[src/rtl/nipc_pkg.sv]
package nipc_pkg;

    localparam int PRIO_W  = 4;
    localparam int GROUP_W = 3;

    typedef logic [PRIO_W-1:0] prio_t;

    typedef enum logic [0:0] {
        ST_SCAN  = 1'b0,
        ST_OFFER = 1'b1
    } nipc_state_e;

    // Mask keeping the upper bits that form the preemption level.
    function automatic prio_t level_mask(input logic [GROUP_W-1:0] grp);
        prio_t m;
        int    keep;
        keep = (int'(grp) > PRIO_W) ? PRIO_W : int'(grp);
        m    = '0;
        for (int b = 0; b < PRIO_W; b++) begin
            if (b >= PRIO_W - keep) begin
                m[b] = 1'b1;
            end
        end
        return m;
    endfunction

endpackage

[src/rtl/nipc_pending.sv]
module nipc_pending #(
    parameter int N_IRQ = 8,
    parameter int IDW   = 3
) (
    input  logic             clk,
    input  logic             rst_n,
    input  logic [N_IRQ-1:0] irq_i,
    input  logic             clr_i,
    input  logic [IDW-1:0]   clr_id_i,
    output logic [N_IRQ-1:0] pend_o
);

    logic [N_IRQ-1:0] irq_q;
    logic [N_IRQ-1:0] rise;
    logic [N_IRQ-1:0] clr_vec;

    assign rise = irq_i & ~irq_q;

    for (genvar g = 0; g < N_IRQ; g++) begin : g_clr
        assign clr_vec[g] = clr_i && (clr_id_i == IDW'(g));
    end

    // A fresh edge in the same cycle as the clear keeps the line pending.
    always_ff @(posedge clk) begin
        if (!rst_n) begin
            irq_q  <= '0;
            pend_o <= '0;
        end else begin
            irq_q  <= irq_i;
            pend_o <= (pend_o & ~clr_vec) | rise;
        end
    end

endmodule

[src/rtl/nipc_select.sv]
module nipc_select
    import nipc_pkg::*;
#(
    parameter int N_IRQ = 8,
    parameter int IDW   = 3
) (
    input  logic [N_IRQ-1:0]        pend_i,
    input  logic [N_IRQ-1:0]        en_i,
    input  logic [N_IRQ*PRIO_W-1:0] prio_i,
    output logic                    vld_o,
    output logic [IDW-1:0]          id_o,
    output prio_t                   prio_o
);

    logic           found;
    logic [IDW-1:0] best_id;
    prio_t          best_p;

    // Full 4-bit value orders preemption then subpriority; strict compare
    // while scanning upward keeps the lowest line on ties.
    always_comb begin
        found   = 1'b0;
        best_id = '0;
        best_p  = '1;
        for (int i = 0; i < N_IRQ; i++) begin
            if (pend_i[i] && en_i[i] &&
                (!found || (prio_i[i*PRIO_W +: PRIO_W] < best_p))) begin
                found   = 1'b1;
                best_id = IDW'(i);
                best_p  = prio_i[i*PRIO_W +: PRIO_W];
            end
        end
    end

    assign vld_o  = found;
    assign id_o   = best_id;
    assign prio_o = best_p;

endmodule

[src/rtl/nipc_stack.sv]
module nipc_stack
    import nipc_pkg::*;
#(
    parameter int DEPTH = 16,
    parameter int CW    = $clog2(DEPTH + 1)
) (
    input  logic          clk,
    input  logic          rst_n,
    input  logic          push_i,
    input  logic          pop_i,
    input  prio_t         lvl_i,
    output prio_t         top_o,
    output logic          empty_o,
    output logic          full_o,
    output logic [CW-1:0] depth_o
);

    logic [CW-1:0] depth_q;
    logic [CW-1:0] after_pop;
    logic          pop_ok;
    logic          push_ok;
    prio_t         ent_q [DEPTH];

    assign pop_ok    = pop_i && (depth_q != '0);
    assign after_pop = depth_q - CW'(pop_ok);
    assign push_ok   = push_i && (after_pop < CW'(DEPTH));

    always_ff @(posedge clk) begin
        if (!rst_n) begin
            depth_q <= '0;
            for (int e = 0; e < DEPTH; e++) begin
                ent_q[e] <= '0;
            end
        end else begin
            depth_q <= after_pop + CW'(push_ok);
            for (int e = 0; e < DEPTH; e++) begin
                if (push_ok && (after_pop == CW'(e))) begin
                    ent_q[e] <= lvl_i;
                end
            end
        end
    end

    always_comb begin
        top_o = '1;
        for (int e = 0; e < DEPTH; e++) begin
            if (depth_q == CW'(e + 1)) begin
                top_o = ent_q[e];
            end
        end
    end

    assign empty_o = (depth_q == '0);
    assign full_o  = (depth_q == CW'(DEPTH));
    assign depth_o = depth_q;

endmodule

[src/rtl/nipc.sv]
module nipc
    import nipc_pkg::*;
#(
    parameter int N_IRQ       = 8,
    parameter int STACK_DEPTH = 16,
    localparam int IDW        = (N_IRQ > 1) ? $clog2(N_IRQ) : 1,
    localparam int CW         = $clog2(STACK_DEPTH + 1)
) (
    input  logic                    clk,
    input  logic                    rst_n,
    input  logic [N_IRQ-1:0]        irq_i,
    input  logic [N_IRQ-1:0]        irq_en_i,
    input  logic [N_IRQ*PRIO_W-1:0] irq_prio_i,
    input  logic [GROUP_W-1:0]      group_sel_i,
    input  logic                    ack_i,
    input  logic                    eoh_i,
    output logic                    take_o,
    output logic [IDW-1:0]          take_id_o
);

    nipc_state_e    state_q, state_d;
    logic [IDW-1:0] id_q;
    logic [N_IRQ-1:0] pend;
    logic           sel_vld;
    logic [IDW-1:0] sel_id;
    prio_t          sel_prio;
    prio_t          lvl_mask;
    prio_t          cand_lvl;
    prio_t          held_prio;
    prio_t          top_lvl;
    logic           stk_empty;
    logic           stk_full;
    logic [CW-1:0]  stk_depth;
    logic           may_preempt;
    logic           accept;

    nipc_pending #(.N_IRQ(N_IRQ), .IDW(IDW)) u_pend (
        .clk      (clk),
        .rst_n    (rst_n),
        .irq_i    (irq_i),
        .clr_i    (accept),
        .clr_id_i (id_q),
        .pend_o   (pend)
    );

    nipc_select #(.N_IRQ(N_IRQ), .IDW(IDW)) u_sel (
        .pend_i (pend),
        .en_i   (irq_en_i),
        .prio_i (irq_prio_i),
        .vld_o  (sel_vld),
        .id_o   (sel_id),
        .prio_o (sel_prio)
    );

    nipc_stack #(.DEPTH(STACK_DEPTH), .CW(CW)) u_stk (
        .clk     (clk),
        .rst_n   (rst_n),
        .push_i  (accept),
        .pop_i   (eoh_i),
        .lvl_i   (held_prio & lvl_mask),
        .top_o   (top_lvl),
        .empty_o (stk_empty),
        .full_o  (stk_full),
        .depth_o (stk_depth)
    );

    assign lvl_mask    = level_mask(group_sel_i);
    assign cand_lvl    = sel_prio & lvl_mask;
    assign may_preempt = sel_vld && !stk_full &&
                         (stk_empty || (cand_lvl < top_lvl));
    assign accept      = (state_q == ST_OFFER) && ack_i;

    // Priority of the line currently on offer, read at acknowledge time.
    always_comb begin
        held_prio = '1;
        for (int i = 0; i < N_IRQ; i++) begin
            if (id_q == IDW'(i)) begin
                held_prio = irq_prio_i[i*PRIO_W +: PRIO_W];
            end
        end
    end

    // State register
    always_ff @(posedge clk) begin
        if (!rst_n) begin
            state_q <= ST_SCAN;
            id_q    <= '0;
        end else begin
            state_q <= state_d;
            if ((state_q == ST_SCAN) && may_preempt) begin
                id_q <= sel_id;
            end
        end
    end

    // Next state
    always_comb begin
        state_d = state_q;
        unique case (state_q)
            ST_SCAN:  if (may_preempt) state_d = ST_OFFER;
            ST_OFFER: if (ack_i)       state_d = ST_SCAN;
            default:                   state_d = ST_SCAN;
        endcase
    end

    // Outputs
    always_comb begin
        take_o    = (state_q == ST_OFFER);
        take_id_o = id_q;
    end

endmodule

[config.mk]
export PLATFORM = sky130hd
export DESIGN_NAME = nipc
export DESIGN_NICKNAME = d
export VERILOG_FILES = /design/src/rtl/nipc_pkg.sv /design/src/rtl/nipc_pending.sv /design/src/rtl/nipc_select.sv /design/src/rtl/nipc_stack.sv /design/src/rtl/nipc.sv
export SDC_FILE = /design/constraint.sdc
export NUM_CORES = 1
export LEC_CHECK = 0
export BUFFER_PORTS_ARGS = -buffer_cell sky130_fd_sc_hd__buf_2
export CORE_AREA = 2 2 129 131
export CTS_CLUSTER_SIZE = 30
export DETAILED_ROUTE_END_ITERATION = 16
export DIE_AREA = 0 0 131 133
export HOLD_SLACK_MARGIN = 0.06
export PLACE_DENSITY = 0.64
export SLEW_MARGIN = 10
export SYNTH_ARGS = -nofsm -noshare
export SYNTH_HDL_FRONTEND = slang
export SYNTH_SLANG_ARGS = --single-unit
[constraint.sdc]
create_clock -name clk -period 12.4 [get_ports clk]
set_input_delay 0.62 -clock clk [delete_from_list [all_inputs] [get_ports clk]]
set_output_delay 0.62 -clock clk [all_outputs]
set_load 0.01 [all_outputs]
## Yosys cells after proc, flatten, opt, wreduce, memory -nomap -nowiden

Memories as Yosys holds them, arrays and structs flattened.
Cells that the tools add are included.

- Memories kept: 1
- Output and inout port bits: 4
- Bits in writable memories: 64
- Word-level logic and storage cells: 270
- Register bits: 25
- Bits of input ports: 55

- Eq/ne operators: 38
- Bitwise logic cells: 24
- $lt $le $gt $ge: 14
- Mux-type cells: 120
- Reductions and logical operators: 65
- Add/subtract/negate cells: 3

Memory list:

| memory | depth | bits a word | rd ports | clocked after memory_dff | wr ports | RTL line | RTL |
|---|---|---|---|---|---|---|---|
| u_stk.ent_q | 16 | 4 | 16 | 0 | 16 | nipc_stack.sv:22 | `prio_t ent_q [DEPTH];` |

Operators by type and width:

| operator | number |
|---|---|
| 4-bit 2-to-1 mux | 48 |
| 5-bit by 4-bit equality test with 1-bit output (second input constant) | 16 |
| 1-bit 2-to-1 mux | 64 |
| 1-bit logical AND | 45 |
| 5-bit by 3-bit equality test with 1-bit output (second input constant) | 8 |
| 4-bit less-than comparator | 8 |
| 5-bit by 2-bit equality test with 1-bit output (second input constant) | 4 |
| 8-bit AND | 2 |
| 8-bit NOT | 2 |
| 1-bit OR | 16 |
| 3-bit 2-to-1 mux | 5 |
| 3-bit equality test (second input constant) | 4 |
| 5-bit by 1-bit equality test with 1-bit output (second input constant) | 2 |
| 5-bit logical NOT | 2 |
| 4-bit AND | 2 |
| 3-bit by 4-bit >= comparator with 1-bit output (first input constant) | 2 |
| 1-bit logical NOT | 8 |
| 1-bit logical OR | 8 |
| 8-bit OR | 1 |
| 3-bit by 2-bit equality test with 1-bit output (second input constant) | 2 |
| 5-bit by 1-bit adder with 5-bit output | 1 |
| 5-bit equality test (second input constant) | 1 |
| 5-bit less-than comparator (second input constant) | 1 |
| 5-bit nonzero test | 1 |
| other kinds (10) | 11 |

## Logic depth before layout (Yosys ltp)

- Depth after elaboration: 36
- Gate-level depth with buffers: 66
- Depth with buffers taken out: 64

## Cells and area by module

Synthesis repeated with hierarchy kept, for this count alone.

- Cell total of the unflattened synthesis: 662
- Area, all modules: 6263.5 um2

By module, submodules not included:

| module | times used | seq. area each (um2) | cells an instance | area an instance (um2) |
|---|---|---|---|---|
| nipc_stack | 1 | 2021.9 | 325 | 3543.4 |
| nipc_select | 1 | 0.0 | 213 | 1503.9 |
| nipc_pending | 1 | 320.3 | 57 | 610.6 |
| nipc | 1 | 80.1 | 67 | 605.6 |

## Worst setup path after synthesis

Ideal clock, no wire load.

- Kind: input port to flip-flop
- From: input port irq_en_i[0]
- To: register id_q[0] (netlist: take_id_o[0])
- Path buffers: 2
- Setup slack: 0.448 ns
- Stages on the path: 63
- Library setup time: 0.123 ns
- Arrival: 11.829 ns
- Required time: 12.277 ns
- Cells stage by stage: nand2_1 > nor2_1 > ha_1 > nand2_1 > o31a_4 > nor2_4 > nor2_1 > a21oi_1 > inv_1 > ha_1 > and3_2 > a221o_2 > a21o_1 > buf_6 > mux2i_1 > ha_1 > and3_1 > a221oi_1 > [... 27 more ...] > nand2b_1 > a21oi_1 > a21oi_1 > or2_2 > inv_1 > a31oi_4 > o22ai_1 > a21oi_1 > ha_1 > nor2_1 > o21ai_0 > a221oi_1 > o21ai_0 > a21oi_1 > nand2_1 > a31o_1 > o21ba_1 > a211oi_2

- Longest elaborated chain between the ends: 35
- Elaborated cells on any way between the ends: 58
- Those cells by class: order compare (8); mux (23); bitwise (1); reduce/logical (26)

RTL lines:

| element | RTL line | RTL |
|---|---|---|
| from (decl) | nipc.sv:12 | `input logic [N_IRQ-1:0] irq_en_i,` |
| 1-bit logical AND (*) | nipc_select.sv:26 | `if (pend_i[i] && en_i[i] &&` |
| 4-bit 2-to-1 mux or 1-bit 2-to-1 mux (tied branches) | nipc_select.sv:26 |  |
| 4-bit less-than comparator or 1-bit logical NOT (tied branches) | nipc_select.sv:27 | `(!found \|\| (prio_i[i*PRIO_W +: PRIO_W] < best_p))) begin` |
| 1-bit logical OR | nipc_select.sv:27 |  |
| 1-bit logical AND | nipc_select.sv:26 |  |
| 4-bit 2-to-1 mux or 1-bit 2-to-1 mux (tied branches) | nipc_select.sv:26 |  |
| 4-bit less-than comparator or 1-bit logical NOT (tied branches) | nipc_select.sv:27 |  |
| 1-bit logical OR | nipc_select.sv:27 |  |
| [... 19 more ...] | n/a |  |
| 1-bit logical OR | nipc_select.sv:27 |  |
| 1-bit logical AND | nipc_select.sv:26 |  |
| 4-bit 2-to-1 mux | nipc_select.sv:26 |  |
| 4-bit AND | nipc.sv:68 | `assign cand_lvl = sel_prio & lvl_mask;` |
| 4-bit less-than comparator | nipc.sv:70 | `(stk_empty \|\| (cand_lvl < top_lvl));` |
| 1-bit logical OR | nipc.sv:70 |  |
| 1-bit logical AND | nipc.sv:69 | `assign may_preempt = sel_vld && !stk_full &&` |
| 1-bit logical AND | nipc.sv:90 | `if ((state_q == ST_SCAN) && may_preempt) begin` |
| to (signal assigned) | nipc.sv:91 | `id_q <= sel_id;` |
| to (decl) | nipc.sv:22 | `logic [IDW-1:0] id_q;` |

Mark *: on every way between the ends. The rest lies on a longest branch, timed or not.
A chain may end at the register's enable or synchronous reset.

## Final worst setup path

Same ends and word-level chain as after synthesis.

==> results.tsv <==
metric	value	unit
ANT cells	0	
initial antenna violation count	0	
syn avg cell area	9.58	um2
pre-CTS setup slack	-0.137	ns
LEAKAGE	2.67	nW
Synth cell types	81	
Area Overhead vs Synth	15.1	%
fin area	0.00674	mm2
Total Nets Final	743	
GRT Overall Usage	0.177	
Vias	4863	
Hold Crit Class	reg2reg	
vias in the first global route	4770	
Maximum Capacitance Violations	0	
Post-synth EDFFs	64	
most common cell after layout, fill and taps aside	nor2_1	
PortBufs	58	
Placed Instance Area	0.00637	mm2
drt drc	0	
commonest cells after routing, fill and taps aside	nor2_1, nand2_1, edfxtp_1	
Synth warnings	0	
worst-path fanout max	6	
CTS root buf	clkbuf_16	
via/cell ratio	5.45	
clock latency on the worst-skew pair	0.34	ns
Slew HR	0.471	
P per Cell Area	180	mW/mm2
Die X	131	um
die area	0.0174	mm2
Filler Cell Count	1589	
Multi-input gate area	0.00322	mm2
Worst path max stage delay	0.37	ns
Synth Flop Type	edfxtp_1	
I/O pin count	59	
CP dominant cell by count	ha_1	
Num CTS Buffers	9	
post-synthesis sequential area ratio	0.414	
max-slew violations	0	
Post-DRT Antenna Nets	0	
FF+latch count, synth	89	
Critical Path AT	11.94	ns
period utilisation layout	0.945	
RSZ-0062 raised after global routing	false	
CP Launch Type	primary input	
pin count of the biggest net entering global routing	47	
Pre-antenna DRT Iters	5	
global-route wire length before repair	24.0	mm
WL final	15.2	mm
syn nets	687	
FMAX	85.3	MHz
Iteration-0 DRC Markers	344	
WP data required	12.62	ns
Cell Area, Synth	0.00585	mm2
CTS tree	built	
Clock transition at path regs	0.07	ns
site row count	47	
Clock Skews	0.00858	ns
slowest CP cell	a311oi_2	
y dimension of the die	133	um
kind of critical path	in2reg	
Final TNS setup	0	ns
Total Power	1.21	mW
status	finished clean	
Routed WL per cell	17.1	um
CP endpoint kind	flop	
Final setup viols	0	
H-Tree Depth	3	
initial core utilization	0.362	
worst-margin pin slew	0.794	ns
# hold bufs at CTS	0	
setup ws final	0.677	ns
Routability Congestion	0.985	
Final min period	11.72	ns
Seq. cell area	0.00242	mm2
Final Hold Vio Count	0	
Clock Sinks	89	
core area	0.0162	mm2
FFs w/ async S/R, synth	0	
Mapped Cells	611	
Longest Clk Path Bufs	2	
grt total ovfl	0	
fraction of layout cells with a size suffix above 1	0.223	
worst vdd ir	0.000115	V
Final HPWL DP	11.6	mm
## worst paths after layout
check | start | end | slack, ns | cells after the start
worst max-delay path | irq_en_i[0] | take_id_o[0] | 0.68 | 65
worst min-delay path | u_pend.pend_o[3] | u_pend.pend_o[3] | 0.49 | 2
worst max register to register | u_pend.pend_o[0] | take_id_o[0] | 0.69 | 64
worst min register to register | u_pend.pend_o[3] | u_pend.pend_o[3] | 0.49 | 2
## metrics by stage
stage / util / hold slack, ns / std cells
global placement: 0.394 / 0.482 / 871
CTS: 0.411 / 0.488 / 887
detailed placement: 0.394 / 0.479 / 871
global route: 0.416 / 0.499 / 892
finish: 0.416 / 0.488 / 892
floorplan: - / 0.457 / 611
## report_power, final
part	internal, mW	switching [mW]	leakage (nW)
registers	0.363	0.0441	0.868
clock network	0.139	0.117	0.132
logic	0.217	0.331	1.67
total	0.719	0.493	2.67
## state kept, by name (all words and copies together) (netlist names)
register and count:
take_id_o 3, take_o 1, u_pend.irq_q 8, u_pend.pend_o 8
u_stk.depth_o 5, u_stk.ent_q 64
## cell usage after synthesis, types with 4 or more instances
| cell | number | area share |
|---|---|---|
| o31ai_1 | 7 | 0.0090 |
| o221ai_1 | 4 | 0.0060 |
| nor3_1 | 18 | 0.015 |
| or3_1 | 4 | 0.0043 |
| nor2_1 | 73 | 0.047 |
| o21ai_0 | 29 | 0.025 |
| o211ai_1 | 4 | 0.0051 |
| nand2_1 | 70 | 0.045 |
| xor2_1 | 4 | 0.0060 |
| mux2_4 | 4 | 0.010 |
| and2_1 | 17 | 0.018 |
| o22ai_1 | 9 | 0.0096 |
| a21oi_1 | 29 | 0.025 |
| a21boi_0 | 9 | 0.012 |
| edfxtp_1 | 64 | 0.33 |
| a21o_1 | 4 | 0.0051 |
| a31oi_1 | 5 | 0.0053 |
| a211oi_1 | 5 | 0.0064 |
| nand3_1 | 15 | 0.013 |
| mux2i_1 | 11 | 0.019 |
| ha_1 | 21 | 0.045 |
| nand2b_1 | 16 | 0.017 |
| nor2b_1 | 5 | 0.0053 |
| nand3b_1 | 4 | 0.0051 |
| dfxtp_1 | 25 | 0.086 |
| buf_1 | 5 | 0.0032 |
| inv_1 | 35 | 0.022 |
| xnor2_1 | 8 | 0.012 |
| clkbuf_1 | 20 | 0.013 |
| and3_1 | 4 | 0.0043 |
| a211oi_2 | 4 | 0.0086 |
| mux4_2 | 11 | 0.042 |
| mux2_2 | 7 | 0.013 |
## logic make-up after synthesis
group | count (synthesis) | share of synthesized area
multiplexers | 34 | 0.0894
adder cells (fa/ha/maj) | 24 | 0.0500
AND/OR/NAND/NOR | 240 | 0.194
XOR/XNOR | 12 | 0.0180
flip-flops | 89 | 0.414
AO/OA/AOI/OAI | 150 | 0.193
buffers and inverters | 62 | 0.0423
## timing repair
item | CTS | global route
setup buffers | 0 | 5
gates resized for setup | 0 | 16
setup endpoints to repair | 0 | 4
## area by class of cell
class / count / area share
Clock buffer: 9 / 0.0334
Clock inverter: 7 / 0.00892
Sequential cell: 89 / 0.360
Multi-Input combinational cell: 460 / 0.479
Inverter: 35 / 0.0195
Tap cell: 220 / 0.0409
Timing Repair Buffer: 72 / 0.0587
## critical path, delay by kind of cell
| family | cells | cell delay [ns] |
|---|---|---|
| AND/OR/NAND/NOR | 14 | 2.01 |
| buffers and inverters | 7 | 0.75 |
| multiplexers | 4 | 0.95 |
| AO/OA/AOI/OAI | 32 | 5.37 |
| adder cells (fa/ha/maj) | 8 | 2.23 |
## per-layer routing
layer  share of wire  global-route usage
met2            0.49               0.295
met5               0                   0
met1            0.44               0.232
met4           0.025              0.0680
met3           0.049              0.0222
Power figures use the tool's default switching activity.
